[src/rtl/mvx_pkg.sv]
package mvx_pkg;

    // Operation codes of the vector unit
    typedef enum logic [1:0] {
        VOP_ADD   = 2'd0,
        VOP_SUB   = 2'd1,
        VOP_CMPGT = 2'd2,
        VOP_MSET  = 2'd3
    } vop_e;

endpackage

[src/rtl/mvx_issue.sv]
// Instruction latch, element sequencer and dead-time counter.
module mvx_issue
    import mvx_pkg::*;
#(
    parameter int NELEM = 8,
    parameter int EW    = 16,
    parameter int DW    = 4,
    localparam int IW   = (NELEM > 1) ? $clog2(NELEM) : 1,
    localparam int LW   = $clog2(NELEM + 1)
) (
    input  logic                  clk,
    input  logic                  rst_n,
    input  logic                  accept,
    input  vop_e                  op,
    input  logic                  dense,
    input  logic [LW-1:0]         vlen,
    input  logic [DW-1:0]         dead_cfg,
    input  logic [NELEM*EW-1:0]   src_a,
    input  logic [NELEM*EW-1:0]   src_b,
    input  logic [NELEM-1:0]      mask_in,
    output logic                  idle,
    output logic                  tk_v,
    output logic                  tk_elem,
    output logic                  tk_wen,
    output logic                  tk_last,
    output logic [IW-1:0]         tk_idx,
    output vop_e                  tk_op,
    output logic [EW-1:0]         tk_a,
    output logic [EW-1:0]         tk_b
);

    typedef enum logic [1:0] {ST_IDLE, ST_RUN, ST_DEAD} st_e;

    typedef struct packed {
        st_e                  st;
        vop_e                 op;
        logic                 dense;
        logic [LW-1:0]        vlen;
        logic [DW-1:0]        dead;
        logic [DW-1:0]        cnt;
        logic [NELEM-1:0]     msk;
        logic [LW-1:0]        cur;
        logic [NELEM*EW-1:0]  a;
        logic [NELEM*EW-1:0]  b;
    } iss_t;

    iss_t q, d;

    // Index of the lowest set bit
    function automatic logic [IW-1:0] low_idx(input logic [NELEM-1:0] v);
        logic [IW-1:0] r;
        r = '0;
        for (int i = NELEM - 1; i >= 0; i--) begin
            if (v[i]) r = IW'(i);
        end
        return r;
    endfunction

    logic [NELEM-1:0] in_rng;
    logic [NELEM-1:0] at_or_above;
    logic [NELEM-1:0] remain;
    logic [NELEM-1:0] low_hot;
    logic             arith;
    logic [LW-1:0]    cur_nx;

    always_comb begin
        d       = q;
        tk_v    = 1'b0;
        tk_elem = 1'b0;
        tk_wen  = 1'b0;
        tk_last = 1'b0;
        tk_idx  = '0;
        tk_op   = q.op;

        for (int i = 0; i < NELEM; i++) begin
            in_rng[i]      = (LW'(i) < q.vlen);
            at_or_above[i] = (LW'(i) >= q.cur);
        end
        remain  = q.msk & in_rng & at_or_above;
        low_hot = remain & (~remain + NELEM'(1));
        arith   = (q.op == VOP_ADD) || (q.op == VOP_SUB);
        cur_nx  = q.cur + LW'(1);

        unique case (q.st)
            ST_IDLE: begin
                if (accept) begin
                    d.st    = ST_RUN;
                    d.op    = op;
                    d.dense = dense;
                    d.vlen  = (vlen > LW'(NELEM)) ? LW'(NELEM) : vlen;
                    d.dead  = dead_cfg;
                    d.msk   = mask_in;
                    d.cur   = '0;
                    d.a     = src_a;
                    d.b     = src_b;
                end
            end
            ST_RUN: begin
                tk_v = 1'b1;
                if (q.op == VOP_MSET || q.vlen == '0) begin
                    tk_last = 1'b1;
                end else if (q.dense && arith) begin
                    if (remain == '0) begin
                        tk_last = 1'b1;
                    end else begin
                        tk_idx  = low_idx(remain);
                        tk_elem = 1'b1;
                        tk_wen  = 1'b1;
                        tk_last = ((remain & ~low_hot) == '0);
                        d.cur   = LW'(tk_idx) + LW'(1);
                    end
                end else begin
                    tk_idx  = q.cur[IW-1:0];
                    tk_elem = 1'b1;
                    tk_wen  = arith && q.msk[tk_idx];
                    tk_last = (cur_nx == q.vlen);
                    d.cur   = cur_nx;
                end
                if (tk_last) begin
                    d.cnt = q.dead;
                    d.st  = (q.dead == '0) ? ST_IDLE : ST_DEAD;
                end
            end
            ST_DEAD: begin
                d.cnt = q.cnt - DW'(1);
                if (q.cnt == DW'(1)) d.st = ST_IDLE;
            end
            default: d.st = ST_IDLE;
        endcase

        tk_a = q.a[int'(tk_idx) * EW +: EW];
        tk_b = q.b[int'(tk_idx) * EW +: EW];
        idle = (q.st == ST_IDLE);
    end

    always_ff @(posedge clk or negedge rst_n) begin
        if (!rst_n) q <= '0;
        else        q <= d;
    end

endmodule

[src/rtl/mvx_pipe.sv]
// Fixed-latency element pipeline: operand stage, then result stages.
module mvx_pipe
    import mvx_pkg::*;
#(
    parameter int EW  = 16,
    parameter int IW  = 3,
    parameter int LAT = 3
) (
    input  logic           clk,
    input  logic           rst_n,
    input  logic           tk_v,
    input  logic           tk_elem,
    input  logic           tk_wen,
    input  logic           tk_last,
    input  logic [IW-1:0]  tk_idx,
    input  vop_e           tk_op,
    input  logic [EW-1:0]  tk_a,
    input  logic [EW-1:0]  tk_b,
    output logic           o_v,
    output logic           o_elem,
    output logic           o_wen,
    output logic           o_last,
    output logic [IW-1:0]  o_idx,
    output vop_e           o_op,
    output logic [EW-1:0]  o_res,
    output logic           o_gt,
    output logic           mask_busy
);

    localparam int NRES = LAT - 1;

    typedef struct packed {
        logic           v;
        logic           elem;
        logic           wen;
        logic           last;
        logic [IW-1:0]  idx;
        vop_e           op;
        logic [EW-1:0]  a;
        logic [EW-1:0]  b;
    } opnd_t;

    typedef struct packed {
        logic           v;
        logic           elem;
        logic           wen;
        logic           last;
        logic [IW-1:0]  idx;
        vop_e           op;
        logic [EW-1:0]  res;
        logic           gt;
    } rslt_t;

    opnd_t s1_q, s1_d;
    rslt_t sr_q [NRES];
    rslt_t sr_d [NRES];

    function automatic logic is_mask_op(input vop_e o);
        return (o == VOP_CMPGT) || (o == VOP_MSET);
    endfunction

    always_comb begin
        s1_d.v    = tk_v;
        s1_d.elem = tk_elem;
        s1_d.wen  = tk_wen;
        s1_d.last = tk_last;
        s1_d.idx  = tk_idx;
        s1_d.op   = tk_op;
        s1_d.a    = tk_a;
        s1_d.b    = tk_b;

        sr_d[0].v    = s1_q.v;
        sr_d[0].elem = s1_q.elem;
        sr_d[0].wen  = s1_q.wen;
        sr_d[0].last = s1_q.last;
        sr_d[0].idx  = s1_q.idx;
        sr_d[0].op   = s1_q.op;
        sr_d[0].res  = (s1_q.op == VOP_SUB) ? (s1_q.a - s1_q.b) : (s1_q.a + s1_q.b);
        sr_d[0].gt   = ($signed(s1_q.a) > $signed(s1_q.b));
        for (int k = 1; k < NRES; k++) begin
            sr_d[k] = sr_q[k-1];
        end

        mask_busy = s1_q.v && is_mask_op(s1_q.op);
        for (int k = 0; k < NRES; k++) begin
            mask_busy = mask_busy || (sr_q[k].v && is_mask_op(sr_q[k].op));
        end
    end

    always_ff @(posedge clk or negedge rst_n) begin
        if (!rst_n) begin
            s1_q <= '0;
            for (int k = 0; k < NRES; k++) sr_q[k] <= '0;
        end else begin
            s1_q <= s1_d;
            sr_q <= sr_d;
        end
    end

    assign o_v    = sr_q[NRES-1].v;
    assign o_elem = sr_q[NRES-1].elem;
    assign o_wen  = sr_q[NRES-1].wen;
    assign o_last = sr_q[NRES-1].last;
    assign o_idx  = sr_q[NRES-1].idx;
    assign o_op   = sr_q[NRES-1].op;
    assign o_res  = sr_q[NRES-1].res;
    assign o_gt   = sr_q[NRES-1].gt;

endmodule

[src/rtl/mvx_mask.sv]
// Per-element mask register, updated from the pipeline output.
module mvx_mask
    import mvx_pkg::*;
#(
    parameter int NELEM = 8,
    parameter int IW    = 3
) (
    input  logic              clk,
    input  logic              rst_n,
    input  logic              upd_v,
    input  vop_e              upd_op,
    input  logic              upd_elem,
    input  logic [IW-1:0]     upd_idx,
    input  logic              upd_gt,
    output logic [NELEM-1:0]  mask
);

    logic [NELEM-1:0] mask_q, mask_d;

    always_comb begin
        mask_d = mask_q;
        if (upd_v && upd_op == VOP_MSET) begin
            mask_d = '1;
        end else if (upd_v && upd_elem && upd_op == VOP_CMPGT) begin
            mask_d[upd_idx] = upd_gt;
        end
    end

    always_ff @(posedge clk or negedge rst_n) begin
        if (!rst_n) mask_q <= '1;
        else        mask_q <= mask_d;
    end

    assign mask = mask_q;

endmodule

[src/rtl/mvx_unit.sv]
// Top level of the masked vector execution unit.
module mvx_unit
    import mvx_pkg::*;
#(
    parameter int NELEM = 8,
    parameter int EW    = 16,
    parameter int LAT   = 3,
    parameter int DW    = 4,
    localparam int IW   = (NELEM > 1) ? $clog2(NELEM) : 1,
    localparam int LW   = $clog2(NELEM + 1)
) (
    input  logic                 clk,
    input  logic                 rst_n,
    input  logic                 start,
    input  logic [1:0]           op,
    input  logic                 dense,
    input  logic [LW-1:0]        vlen,
    input  logic [DW-1:0]        dead_cfg,
    input  logic [NELEM*EW-1:0]  src_a,
    input  logic [NELEM*EW-1:0]  src_b,
    output logic                 ready,
    output logic                 wb_en,
    output logic [IW-1:0]        wb_idx,
    output logic [EW-1:0]        wb_data,
    output logic                 done,
    output logic [NELEM-1:0]     mask_out
);

    logic           idle, accept, mask_busy;
    logic           tk_v, tk_elem, tk_wen, tk_last;
    logic [IW-1:0]  tk_idx;
    vop_e           tk_op;
    logic [EW-1:0]  tk_a, tk_b;
    logic           o_v, o_elem, o_wen, o_last, o_gt;
    logic [IW-1:0]  o_idx;
    vop_e           o_op;
    logic [EW-1:0]  o_res;

    assign ready  = idle && !mask_busy;
    assign accept = start && ready;

    mvx_issue #(.NELEM(NELEM), .EW(EW), .DW(DW)) u_issue (
        .clk      (clk),
        .rst_n    (rst_n),
        .accept   (accept),
        .op       (vop_e'(op)),
        .dense    (dense),
        .vlen     (vlen),
        .dead_cfg (dead_cfg),
        .src_a    (src_a),
        .src_b    (src_b),
        .mask_in  (mask_out),
        .idle     (idle),
        .tk_v     (tk_v),
        .tk_elem  (tk_elem),
        .tk_wen   (tk_wen),
        .tk_last  (tk_last),
        .tk_idx   (tk_idx),
        .tk_op    (tk_op),
        .tk_a     (tk_a),
        .tk_b     (tk_b)
    );

    mvx_pipe #(.EW(EW), .IW(IW), .LAT(LAT)) u_pipe (
        .clk       (clk),
        .rst_n     (rst_n),
        .tk_v      (tk_v),
        .tk_elem   (tk_elem),
        .tk_wen    (tk_wen),
        .tk_last   (tk_last),
        .tk_idx    (tk_idx),
        .tk_op     (tk_op),
        .tk_a      (tk_a),
        .tk_b      (tk_b),
        .o_v       (o_v),
        .o_elem    (o_elem),
        .o_wen     (o_wen),
        .o_last    (o_last),
        .o_idx     (o_idx),
        .o_op      (o_op),
        .o_res     (o_res),
        .o_gt      (o_gt),
        .mask_busy (mask_busy)
    );

    mvx_mask #(.NELEM(NELEM), .IW(IW)) u_mask (
        .clk      (clk),
        .rst_n    (rst_n),
        .upd_v    (o_v),
        .upd_op   (o_op),
        .upd_elem (o_elem),
        .upd_idx  (o_idx),
        .upd_gt   (o_gt),
        .mask     (mask_out)
    );

    assign wb_en   = o_v && o_wen;
    assign wb_idx  = o_idx;
    assign wb_data = o_res;
    assign done    = o_v && o_last;

endmodule

[config.mk]
export PLATFORM = sky130hd
export DESIGN_NAME = mvx_unit
export DESIGN_NICKNAME = d
export VERILOG_FILES = /design/src/rtl/mvx_pkg.sv /design/src/rtl/mvx_issue.sv /design/src/rtl/mvx_pipe.sv /design/src/rtl/mvx_mask.sv /design/src/rtl/mvx_unit.sv
export SDC_FILE = /design/constraint.sdc
export NUM_CORES = 1
export LEC_CHECK = 0
export BUFFER_PORTS_ARGS = -buffer_cell sky130_fd_sc_hd__buf_4
export CORE_MARGIN = 2
export CORE_UTILIZATION = 23
export DETAILED_ROUTE_END_ITERATION = 6
export GPL_ROUTABILITY_DRIVEN = 1
export PLACE_DENSITY_LB_ADDON = 0.08
export SLEW_MARGIN = 40
export SYNTH_ARGS = -nofsm -noshare
export SYNTH_HDL_FRONTEND = slang
export SYNTH_HIERARCHICAL = 1
export SYNTH_SLANG_ARGS = --single-unit
[constraint.sdc]
create_clock -name clk -period 5.2 [get_ports clk]
set_input_delay 1.3 -clock clk [delete_from_list [all_inputs] [get_ports clk]]
set_output_delay 1.3 -clock clk [all_outputs]
set_load 0.01 [all_outputs]
### After elaboration in Yosys (flattened, before gate mapping)

Index checks and enable logic that the tools add are counted.

| word-level totals | value |
|---|---|
| bits in registers | 386 |
| latch bits | 0 |
| RAM bits | 0 |
| bits in read-only memories | 0 |
| word-level logic and storage cells | 172 |
| memories kept | 0 |

| operators by class | value |
|---|---|
| add/sub/neg operators | 6 |
| $mul | 0 |
| divide/modulo/power cells | 0 |
| $lt $le $gt $ge | 21 |
| equality and inequality tests | 18 |
| shift-type cells | 2 |
| multiplexer cells | 50 |
| bitwise logic cells | 6 |
| reduce and logical (&&, ||, !) cells | 34 |

Operators by type and width:

| cell | number |
|---|---|
| 2-to-1 mux 260 bit | 1 |
| variable part select 128 x 8 -> 16 bit | 2 |
| 2-to-1 mux 3 bit | 16 |
| bitwise AND 8 bit | 4 |
| 2-to-1 mux 4 bit | 5 |
| adder 16 bit | 1 |
| equality test 2 bit, second input constant | 8 |
| greater-or-equal comparator 3 x 4 -> 1 bit, first input constant | 4 |
| greater-than comparator 16 bit | 1 |
| logical NOT 8 bit | 2 |
| less-than comparator 3 x 4 -> 1 bit, first input constant | 4 |
| 2-to-1 mux 16 bit | 1 |
| 2-to-1 mux 8 bit | 2 |
| NOT 8 bit | 2 |
| case mux 4 bit (2 select lines) | 2 |
| subtractor 16 bit | 1 |
| 2-to-1 mux 1 bit | 15 |
| logical AND 1 bit | 13 |
| 2-to-1 mux 13 bit | 1 |
| adder 8 x 1 -> 8 bit, second input constant | 1 |
| bitwise mux 8 bit | 1 |
| greater-or-equal comparator 1 x 4 -> 1 bit, first input constant | 2 |
| greater-or-equal comparator 2 x 4 -> 1 bit, first input constant | 2 |
| logical NOT 4 bit | 2 |
| other kinds (25) | 44 |

### Longest topological paths before layout

Gate-level depths: netlist (run 1).

| depth | value |
|---|---|
| depth in word-level cells | 20 |
| depth in mapped cells | 13 |

### Cells and area by module

The synthesis (run 1) kept the hierarchy.

By module, submodules not included:

| module | times used | cells each | area an instance (um^2) |
|---|---|---|---|
| mvx_issue | 1 | 1584 | 14148.6 |
| mvx_pipe | 1 | 316 | 3880.0 |
| mvx_mask | 1 | 42 | 416.6 |
| mvx_unit | 1 | 4 | 27.5 |

### Worst setup path before layout (run 1)

OpenSTA, ideal clock, no wires.

| timing | value |
|---|---|
| kind | register to register |
| from | reg u_issue/q[256] (netlist name) |
| to | reg u_pipe/s1_q[17] (netlist name) |
| setup time | 0.125 ns |
| arrival | 2.569 ns |
| data required time | 5.075 ns |
| slack | 2.506 ns |
| stages on the path, launching flop included | 14 |
| clock period less this slack | 2.694 ns |
| cells stage by stage | dfrtp_1 > clkbuf_1 > inv_1 > ha_1 > nor2b_1 > a211o_1 > a41o_1 > nand3_1 > a21oi_2 > buf_4 > buf_6 > mux2i_1 > mux2i_1 > mux2_2 |

| between the ends | value |
|---|---|
| word-level cells in the longest chain between the ends | 19 |
| elaborated cells between the ends (all ways) | 27 |
| classes of those cells | 8 x order compare; 1 x shift; 16 x mux; 1 x bitwise; 1 x reduce/logical |

Ends and longest elaborated chain:

| what | line | source |
|---|---|---|
| start, declared | mvx_issue.sv:47 | `iss_t q, d;` |
| start signal, assigned | mvx_issue.sv:137 | `if (!rst_n) q <= '0;` |
| start signal, assigned | mvx_issue.sv:138 | `else q <= d;` |
| greater-or-equal comparator 3 x 4 -> 1 bit | mvx_issue.sv:77 | `at_or_above[i] = (LW'(i) >= q.cur);` |
| bitwise AND 8 bit | mvx_issue.sv:79 | `remain = q.msk & in_rng & at_or_above;` |
| 2-to-1 mux 3 bit (8 in series) | mvx_issue.sv:54 | `if (v[i]) r = IW'(i);` |
| 2-to-1 mux 3 bit | mvx_issue.sv:103 | `if (remain == '0) begin` |
| 2-to-1 mux 3 bit | mvx_issue.sv:102 | `end else if (q.dense && arith) begin` |
| 2-to-1 mux 3 bit | mvx_issue.sv:100 | `if (q.op == VOP_MSET \|\| q.vlen == '0) begin` |
| 2-to-1 mux 3 bit | mvx_issue.sv:84 | `unique case (q.st)` |
| 2-to-1 mux 3 bit | mvx_issue.sv:103 |  |
| 2-to-1 mux 3 bit (*) | mvx_issue.sv:102 |  |
| 2-to-1 mux 3 bit (*) | mvx_issue.sv:100 |  |
| 2-to-1 mux 3 bit (*) | mvx_issue.sv:84 |  |
| variable part select 128 x 8 -> 16 bit (*) | mvx_issue.sv:131 | `tk_a = q.a[int'(tk_idx) * EW +: EW];` |
| named net tk_a[1] | mvx_unit.sv:33 | `logic [EW-1:0] tk_a, tk_b;` |
| end signal, assigned | mvx_pipe.sv:92 | `s1_q <= '0;` |
| end signal, assigned | mvx_pipe.sv:95 | `s1_q <= s1_d;` |
| end, declared | mvx_pipe.sv:54 | `opnd_t s1_q, s1_d;` |

The timed path passes the listed nets; every way through them passes the cells marked *. The select of a mux whose other input is x is not followed.
A chain may end at the register's enable or synchronous reset.

### Worst setup path in the final report (run 1)

| timing | value |
|---|---|
| from | reg u_issue/q[256] (netlist name) |
| to | reg u_pipe/s1_q[25] (netlist name) |

| between the ends | value |
|---|---|
| word-level cells in the longest chain between the ends | 19 |
| elaborated cells between the ends (all ways) | 27 |
| classes of those cells | 8 x order compare; 1 x shift; 16 x mux; 1 x bitwise; 1 x reduce/logical |

Ends and longest elaborated chain:

| what | line | source |
|---|---|---|
| greater-or-equal comparator 3 x 4 -> 1 bit | mvx_issue.sv:77 |  |
| bitwise AND 8 bit (*) | mvx_issue.sv:79 |  |
| 2-to-1 mux 3 bit (8 in series) | mvx_issue.sv:54 |  |
| 2-to-1 mux 3 bit | mvx_issue.sv:103 |  |
| 2-to-1 mux 3 bit | mvx_issue.sv:102 |  |
| 2-to-1 mux 3 bit | mvx_issue.sv:100 |  |
| 2-to-1 mux 3 bit | mvx_issue.sv:84 |  |
| 2-to-1 mux 3 bit (*) | mvx_issue.sv:103 |  |
| 2-to-1 mux 3 bit (*) | mvx_issue.sv:102 |  |
| 2-to-1 mux 3 bit (*) | mvx_issue.sv:100 |  |
| 2-to-1 mux 3 bit (*) | mvx_issue.sv:84 |  |
| named net tk_idx[2] | mvx_unit.sv:31 | `logic [IW-1:0] tk_idx;` |
| variable part select 128 x 8 -> 16 bit (*) | mvx_issue.sv:131 |  |
| named net tk_a[9] | mvx_unit.sv:33 |  |

Marked as above.

==> results.json, run 1 <==
{
  "status": "finished clean",
  "grt_overflow": 0,
  "synth_nets": 2256,
  "dieWidth_microns": 287,
  "slew-limit-headroom_pct": 50.6,
  "cts_max_level": 2,
  "layout_min_cycle_time_ns": 3.95,
  "synth_seq_area_share_pct": 52.3,
  "layout.nets": 2517,
  "regArea_sq_um": 9670,
  "clock_sinks": 386,
  "syn_area_per_cell_sq_um": 9.49,
  "worst_path_most_repeated_cell": "mux2i_1",
  "maxCapViolations": 0,
  "netlist_top_cells_count": "nand2_1 (851), dfrtp_1 (378), mux2i_1 (196), clkbuf_1 (69), ha_1 (38)",
  "power_uw": 14500,
  "synth_top_family_by_area": "simple AND/OR/NAND/NOR gates",
  "syn_inst": 1946,
  "ys_types": 83,
  "grt_pass1_vias": 15495,
  "clk_path_buf_depth": 3,
  "post_cts.repair.setup_buffers": 0,
  "globalplace.congestion": 0.816,
  "drc": 0,
  "netlist_area_sq_um": 18500,
  "synth_compound_area_share_pct": 5.54,
  "antenna_found_initial": 0,
  "tightest_slew_ns": 0.741,
  "synthMuxAreaShare_pct": 12.7,
  "yosys.area_share.simple_pct": 21.3,
  "synthAdderAreaFrac_pct": 2.79,
  "cp-start-kind": "register",
  "multi_input_area_sq_um": 8040,
  "syn_to_final_growth_pct": 26.7,
  "cts_tree": "built",
  "finalHoldViolCount": 0,
  "num_vias": 14236,
  "synth_flop_cell": "dfrtp_1",
  "clockRootBuffer": "clkbuf_16",
  "drv_slew": 0,
  "synthTopCellsByArea": "dfrtp_1 (51%), nand2_1 (17%), mux2i_1 (11%)",
  "dieArea_sq_um": 82600,
  "antenna_left": 0,
  "drt-wirelength-per-cell_microns": 20.4,
  "p_leak_uw": 0.0112,
  "hpwl_microns": 50600,
  "finalSetupTns_ns": 0,
  "holdWs_ns": 0.344,
  "routed_wl_microns": 67200,
  "synth_xor_area_share_pct": 1.04,
  "hold_buffers": 0,
  "grt_setup_unrepaired": "false",
  "worstPathRequired_ns": 5.67,
  "async_flop_share_pct": 100,
  "yosysWarnings": 6,
  "cts_made_buffers": 48,
  "clock_skew_ns": 0.0268,
  "path_cells": "inv_1 -> ha_1 -> nor2b_1 -> a211o_1 -> a41o_1 -> nand3_1 -> a21oi_4 -> buf_12 -> mux2i_1 -> mux2i_1 -> mux2_2",
  "portBuffers": 299,
  "yosys.area.top_type": "dfrtp_1",
  "coreArea_sq_um": 79300,
  "die_h_microns": 287,
  "fin_crit_sh_pct": 75.9,
  "pwr_density_cell_nw_per_um2": 622,
  "first_pass_iters": 6,
  "drt_iter0_drc": 849,
  "critPathTopFamily": "compound AO/OA/AOI/OAI gates",
  "layout-drive-gt1-share_pct": 21.1,
  "worst-path-buf-inv": 2,
  "viasPerCell": 4.32,
  "synth_most_common_cell": "nand2_1",
  "cp-end-kind": "register",
  "ctsResizeCount": 0,
  "yosysTopAreaCellShare_pct": 51.2,
  "setup_violations": 0,
  "ys_ff_latch": 386,
  "clk_pin_slew_worst_paths_ns": 0.06,
  "grt_pass1_wl_microns": 101000,
  "max_stage_delay_ns": 0.59,
  "clock_latency_ns": 0.61,
  "cp.arrival_ns": 4.42,
  "min_path_type": "register to register",
  "fp-row-count": 103,
  "grt_use_total_pct": 16.3,
  "initial_core_util_pct": 23.3,
  "clock.fmax_ghz": 0.253,
  "num_io_pins": 300,
  "crit_type": "register to register",
  "nFillCells": 8367,
  "cp_slowest_cell": "buf_12",
  "synth_edf_count": 0,
  "grt_max_degree": 101,
  "path_max_fanout": 92,
  "vdd_drop_max_mv": 0.252
}
-- cell families (layout without fill, tap and decap cells) --
group	after synthesis	count (layout)
AND/OR/NAND/NOR	975	975
buffers and inverters	149	450
AO/OA/AOI/OAI	145	145
flip-flops	386	386
adder cells (fa/ha/maj)	40	40
XOR/XNOR	22	22
other	0	1
multiplexers	229	229
-- metal layers --
metal	up-vias	wire length (microns)	GRT usage, %
li1	6876	-	-
met1	6998	30600	21.9
met2	291	32300	27.1
met3	71	2880	2.95
met4	0	1330	3.96
met5	-	0	0
-- cell type report --
class	instances	area share [%]
tap	1050	5.61
inverter	38	0.609
sequential	386	41.3
antenna	1	0.0107
timing repair buffer	322	11.0
multi-input combinational	1411	34.3
clock buffer	70	6.08
clock inverter	20	1.04
-- metrics by stage --
step                instances  area (sq um)  utilization, %  setup WS [ns]
global route             3297         23400            29.5          0.914
CTS                      3296         23400            29.5           1.15
finish                   3298         23400            29.5           1.25
global placement         3206         21700            27.4           1.23
detailed placement       3206         21700            27.4           1.17
floorplan                1946         18500               -           2.51
-- layout by cell type, fill, tap and decap left out, types with 4 or more instances in the layout --
cell        count
xnor2_1        19
buf_12         10
clkinvlp_4      4
nand3b_1        7
clkbuf_16      48
a31oi_1         5
o21ai_0        26
a21oi_1        35
nand2b_1       14
nor2_1         27
o31ai_1         4
a31o_1          4
nand2_1       850
dfstp_2         8
a211oi_1        9
buf_4         310
clkbuf_8       14
mux2_2         32
clkbuf_1        8
mux2i_1       196
clkinv_2        9
nand3_1        19
dfrtp_1       378
o21ai_1         4
nor2b_1        11
o211ai_1        5
a221oi_1        4
ha_1           38
nor3_1         10
or3_1           4
inv_1          37
a21o_1          5
-- power breakdown --
group	switching [uW]	internal [uW]
registers	1030	4440
clock network	1410	2070
logic	3360	2230
-- path summary, 6_finish.rpt --
kind	slack, ns	end	depth (start not counted)	startpoint
setup reg to reg	1.25	u_pipe/s1_q[25]$_DFF_PN0_	11	u_issue/q[256]$_DFFE_PN0P_
min in group asynchronous	0.59	u_pipe/o_wen$_DFF_PN0_	1	rst_n
hold / removal	0.34	u_pipe/sr_d[21]$_DFF_PN0_	0	u_pipe/s1_q[36]$_DFF_PN0_
max in group asynchronous	3.42	u_issue/q[33]$_DFFE_PN0P_	3	rst_n
hold reg to reg	0.34	u_pipe/sr_d[21]$_DFF_PN0_	0	u_pipe/s1_q[36]$_DFF_PN0_
setup / recovery	1.25	u_pipe/s1_q[25]$_DFF_PN0_	11	u_issue/q[256]$_DFFE_PN0P_
-- sequential cells by signal, indices dropped and copies added, names as in the netlist, 2 cells and up --
signal,count
u_pipe/sr_d,26
u_issue/tk_op,2
u_pipe/s1_q,41
u_mask/mask,8
u_pipe/o_op,2
u_pipe/o_res,16
u_pipe/o_idx,3
u_issue/q,283
Power figures use the tool's default switching activity.
==> run 2: changes to the inputs <==
==> constraint.sdc (replaced) <==
create_clock -name clk -period 3.55 [get_ports clk]
set_input_delay 0.8875 -clock clk [delete_from_list [all_inputs] [get_ports clk]]
set_output_delay 0.8875 -clock clk [all_outputs]
set_load 0.01 [all_outputs]
==> results.json, run 2 (synthesis results as in run 1) <==
{
  "dieWidth_microns": 287,
  "finalSetupTns_ns": 0,
  "drt_iter0_drc": 796,
  "layout-drive-gt1-share_pct": 21.8,
  "portBuffers": 299,
  "setup_violations": 0,
  "fp-row-count": 103,
  "hpwl_microns": 51800,
  "cts_made_buffers": 48,
  "first_pass_iters": 5,
  "min_path_type": "primary input to asynchronous set/reset pin",
  "status": "finished clean",
  "power_uw": 21600,
  "top_register": "u_issue/q",
  "num_vias": 14298,
  "regArea_sq_um": 9670,
  "cp_slowest_cell": "dfrtp_1",
  "viasPerCell": 4.31,
  "initial_core_util_pct": 23.3,
  "layout_min_cycle_time_ns": 3.26,
  "clock.fmax_ghz": 0.307,
  "num_io_pins": 300,
  "maxCapViolations": 0,
  "hold_buffers": 0,
  "path_max_fanout": 41,
  "antenna_left": 0,
  "coreArea_sq_um": 79300,
  "routed_wl_microns": 67800,
  "finalHoldViolCount": 0,
  "cp-end-kind": "register",
  "antennaDiodeCount": 0,
  "globalplace.congestion": 0.836,
  "die_h_microns": 287,
  "dp.cells": 3228,
  "grt_max_degree": 100,
  "tightest_slew_ns": 0.782,
  "post_cts.repair.setup_buffers": 0,
  "layout_commonest_cell": "nand2_1",
  "holdWs_ns": 0.213,
  "nFillCells": 8412,
  "max_stage_delay_ns": 0.59,
  "worstPathRequired_ns": 4.02,
  "clockRootBuffer": "clkbuf_16",
  "layout.nets": 2539,
  "clock_latency_ns": 0.61,
  "vdd_drop_max_mv": 0.375,
  "grt_pass1_wl_microns": 100000,
  "multi_input_area_sq_um": 8040,
  "drc": 0,
  "dieArea_sq_um": 82600,
  "clk_pin_slew_worst_paths_ns": 0.06,
  "layout_common_cells": "nand2_1 (850), dfrtp_1 (378), buf_4 (323)",
  "cp.arrival_ns": 3.73,
  "antenna_found_initial": 1,
  "grt_pass1_vias": 15173,
  "cts_max_level": 2,
  "syn_to_final_growth_pct": 28.1,
  "pwr_density_cell_nw_per_um2": 913,
  "cts_tree": "built",
  "ctsResizeCount": 0,
  "grt_use_total_pct": 16.3,
  "fin_crit_sh_pct": 91.8,
  "slew-limit-headroom_pct": 47.9,
  "clock_skew_ns": 0.0358,
  "clk_path_buf_depth": 3,
  "p_leak_uw": 0.0113,
  "largest_reg_flops": 283,
  "grt_overflow": 0,
  "cp-start-kind": "register",
  "grt_setup_unrepaired": "false",
  "path_cells": "inv_1 -> ha_1 -> and2_1 -> nand2_1 -> a41o_1 -> nand3_1 -> a21oi_4 -> buf_12 -> buf_12 -> mux2i_1 -> mux2i_1 -> mux2_2",
  "clock_sinks": 386,
  "final_cells": 3315,
  "drt-wirelength-per-cell_microns": 20.5,
  "crit_type": "register to register",
  "drv_slew": 0
}
run 2: cell count changes in the layout (fill, tap and decap cells not counted), sizes merged:
| cell | previous run | this run |
|---|---|---|
| clkbuf | 70 | 62 |
| inv | 41 | 44 |
| diode | 1 | 0 |
| clkinvlp | 4 | 2 |
| buf | 322 | 344 |
| bufinv | 3 | 6 |
run 2: metrics by stage:
step                utilization [%]  area (sq um)  setup WS [ns]
finish                         29.9         23700          0.292
floorplan                         -         18500          0.856
global placement               27.7         22000          0.272
global route                   29.9         23700        0.00978
detailed placement             27.7         22000          0.246
CTS                            29.8         23600          0.229
run 2: area by class of cell:
type	instances	area share, %
clock inverters	24	1.38
multi-input cells	1411	34.0
clock buffers	62	5.63
inverters	38	0.603
well taps	1050	5.55
flip-flops and latches	386	40.8
repair buffers	344	12.0
run 2: final timing paths:
kind	cells after the start	start	endpoint	slack (ns)
setup reg to reg	12	u_issue/q[257]$_DFFE_PN0P_	u_pipe/s1_q[13]$_DFF_PN0_	0.29
hold / removal	1	rst_n	u_issue/tk_op[0]$_DFFE_PN0P_	0.21
min in group clk	0	u_pipe/sr_d[24]$_DFF_PN0_	u_pipe/o_elem$_DFF_PN0_	0.35
max in group asynchronous	3	rst_n	u_issue/q[148]$_DFFE_PN0P_	2.39
setup / recovery	12	u_issue/q[257]$_DFFE_PN0P_	u_pipe/s1_q[13]$_DFF_PN0_	0.29
hold reg to reg	0	u_pipe/sr_d[24]$_DFF_PN0_	u_pipe/o_elem$_DFF_PN0_	0.35
run 2: worst max-delay path: cells and delay by family (launching register included):
kind / cells / cell delay (ns)
DFF: 1 / 0.59
buffers and inverters: 3 / 0.67
adders and majority gates: 1 / 0.26
AOI/OAI and AO/OA: 2 / 0.40
and+or+nand+nor: 3 / 0.45
muxes: 3 / 0.71
run 2: routing by layer:
layer | up-vias | part of all wire (%) | global-route usage (%)
met5 | - | 0 | 0
met3 | 78 | 3.7 | 2.71
met4 | 0 | 2.3 | 4.11
met1 | 7029 | 46 | 21.8
li1 | 6910 | - | -
met2 | 281 | 48 | 27.2
run 2: power breakdown:
part	leakage (uW)	switching (uW)	internal, uW
Sequential	0.00481	1620	6500
Combinational	0.00568	4940	3370
Clock	0.000817	2060	3110
Total	0.0113	8620	13000
==> run 3: changes to the inputs <==
--- a/config.mk
+++ b/config.mk
@@ -6,8 +6,9 @@
 export NUM_CORES = 1
 export LEC_CHECK = 0
 export BUFFER_PORTS_ARGS = -buffer_cell sky130_fd_sc_hd__buf_4
+export CORE_ASPECT_RATIO = 1.4
 export CORE_MARGIN = 2
-export CORE_UTILIZATION = 23
+export CORE_UTILIZATION = 35
 export DETAILED_ROUTE_END_ITERATION = 6
 export GPL_ROUTABILITY_DRIVEN = 1
 export PLACE_DENSITY_LB_ADDON = 0.08
==> constraint.sdc (replaced) <==
create_clock -name clk -period 3.9 [get_ports clk]
set_input_delay 0.975 -clock clk [delete_from_list [all_inputs] [get_ports clk]]
set_output_delay 0.975 -clock clk [all_outputs]
set_load 0.01 [all_outputs]
==> results.json, run 3 (synthesis results as in run 1) <==
{
  "status": "finished clean",
  "drv_slew": 0,
  "holdWs_ns": 0.343,
  "routed_wl_microns": 57700,
  "die_h_microns": 276,
  "num_io_pins": 300,
  "portBuffers": 299,
  "pwr_density_cell_nw_per_um2": 815,
  "ctsResizeCount": 0,
  "finalHoldViolCount": 0,
  "layout-drive-gt1-share_pct": 21.1,
  "antenna_found_initial": 0,
  "clk_path_buf_depth": 3,
  "top_register": "u_issue/q",
  "tightest_slew_ns": 0.791,
  "grt_pass1_wl_microns": 87400,
  "cts_tree": "built",
  "final_util_pct": 43.8,
  "clock.fmax_ghz": 0.287,
  "largest_reg_flops": 283,
  "clockRootBuffer": "clkbuf_16",
  "maxCapViolations": 0,
  "fp-row-count": 99,
  "cts_max_level": 2,
  "layout_commonest_cell": "nand2_1",
  "clock_latency_ns": 0.55,
  "globalplace.congestion": 0.849,
  "initial_core_util_pct": 35.4,
  "min_path_type": "register to register",
  "nFillCells": 5197,
  "post_cts.repair.setup_buffers": 0,
  "first_pass_iters": 5,
  "layout_common_cells": "nand2_1 (850), dfrtp_1 (378), buf_4 (319)",
  "cp-end-kind": "register",
  "setup_violations": 0,
  "clk_pin_slew_worst_paths_ns": 0.06,
  "syn_to_final_growth_pct": 23.6,
  "cp-start-kind": "register",
  "drc": 0,
  "clock_skew_ns": 0.0141,
  "grt_overflow": 0,
  "multi_input_area_sq_um": 8030,
  "finalSetupTns_ns": 0,
  "antennaDiodeCount": 0,
  "fin_crit_sh_pct": 89.5,
  "slew-limit-headroom_pct": 47.3,
  "cp.arrival_ns": 3.92,
  "grt_setup_unrepaired": "false",
  "layout_min_cycle_time_ns": 3.49,
  "grt_pass1_vias": 14998,
  "clock_sinks": 386,
  "path_max_fanout": 33,
  "grt_use_total_pct": 21.3,
  "coreArea_sq_um": 52100,
  "crit_type": "register to register",
  "p_leak_uw": 0.0111,
  "dieWidth_microns": 198,
  "layout.nets": 2524,
  "dieArea_sq_um": 54700,
  "vdd_drop_max_mv": 0.312,
  "worstPathRequired_ns": 4.33,
  "drt_iter0_drc": 816,
  "antenna_left": 0,
  "drt-wirelength-per-cell_microns": 19.6,
  "cts_made_buffers": 41,
  "grt_max_degree": 85,
  "hold_buffers": 0,
  "viasPerCell": 4.77,
  "hpwl_microns": 43600,
  "num_vias": 14079,
  "regArea_sq_um": 9670,
  "power_uw": 18600
}
## run 3: cell types whose count changed in the layout (fill, tap and decap cells not counted), moves of 2 or more
cell and delta:
buf_12 -3, buf_4 -4, bufinv_16 -2, clkbuf_16 -7, clkbuf_8 +3, clkinv_2 -2
## run 3: final timing paths
kind / startpoint / to / slack, ns / depth (start not counted)
min in group asynchronous: rst_n / u_issue/q[246]$_DFFE_PN0P_ / 0.44 / 1
setup / recovery: u_issue/q[256]$_DFFE_PN0P_ / u_pipe/s1_q[22]$_DFF_PN0_ / 0.41 / 13
hold reg to reg: u_pipe/s1_q[37]$_DFF_PN0_ / u_pipe/sr_d[22]$_DFF_PN0_ / 0.34 / 0
max in group asynchronous: rst_n / u_issue/q[262]$_DFFE_PN0P_ / 2.48 / 2
hold / removal: u_pipe/s1_q[37]$_DFF_PN0_ / u_pipe/sr_d[22]$_DFF_PN0_ / 0.34 / 0
setup reg to reg: u_issue/q[256]$_DFFE_PN0P_ / u_pipe/s1_q[22]$_DFF_PN0_ / 0.41 / 13
## run 3: worst max-delay path, stage by stage, from the launching register on
cell	delay (ns)
dfrtp_1	0.55
inv_1	0.14
ha_1	0.23
nor2b_1	0.24
a211o_1	0.18
a41o_1	0.22
nand3_1	0.13
a21oi_4	0.19
buf_12	0.26
buf_12	0.29
buf_4	0.29
mux2i_1	0.24
mux2i_1	0.10
mux2_2	0.28
## run 3: cell type report
cell class                      count  share of cell area (%)
Clock buffer                       57                    5.24
Clock inverter                     14                   0.805
Inverter                           38                   0.625
Multi-Input combinational cell   1411                    35.2
Sequential cell                   386                    42.3
Tap cell                          707                    3.87
Timing Repair Buffer              336                    12.0
## run 3: through the flow
step	setup WS [ns]	std cells	cell area, sq um
global route	0.170	2949	22800
detailed placement	0.406	2878	21500
finish	0.411	2949	22800
floorplan	1.21	1946	18500
CTS	0.395	2949	22800
global placement	0.467	2878	21500
## run 3: report_power, final
group	total, uW	internal, uW	switching [uW]	leakage (uW)
clock network	4030	2400	1630	0.000684
registers	7210	5920	1290	0.00481
logic	7380	3060	4320	0.00563
total	18600	11400	7240	0.0111
## run 3: layer usage
metal	part of all wire, %	GRT usage (%)	up-vias
li1	-	-	6863
met1	40	24.7	6870
met2	54	40.2	272
met3	2.7	2.26	74
met4	3.4	7.70	0
met5	0	0	-
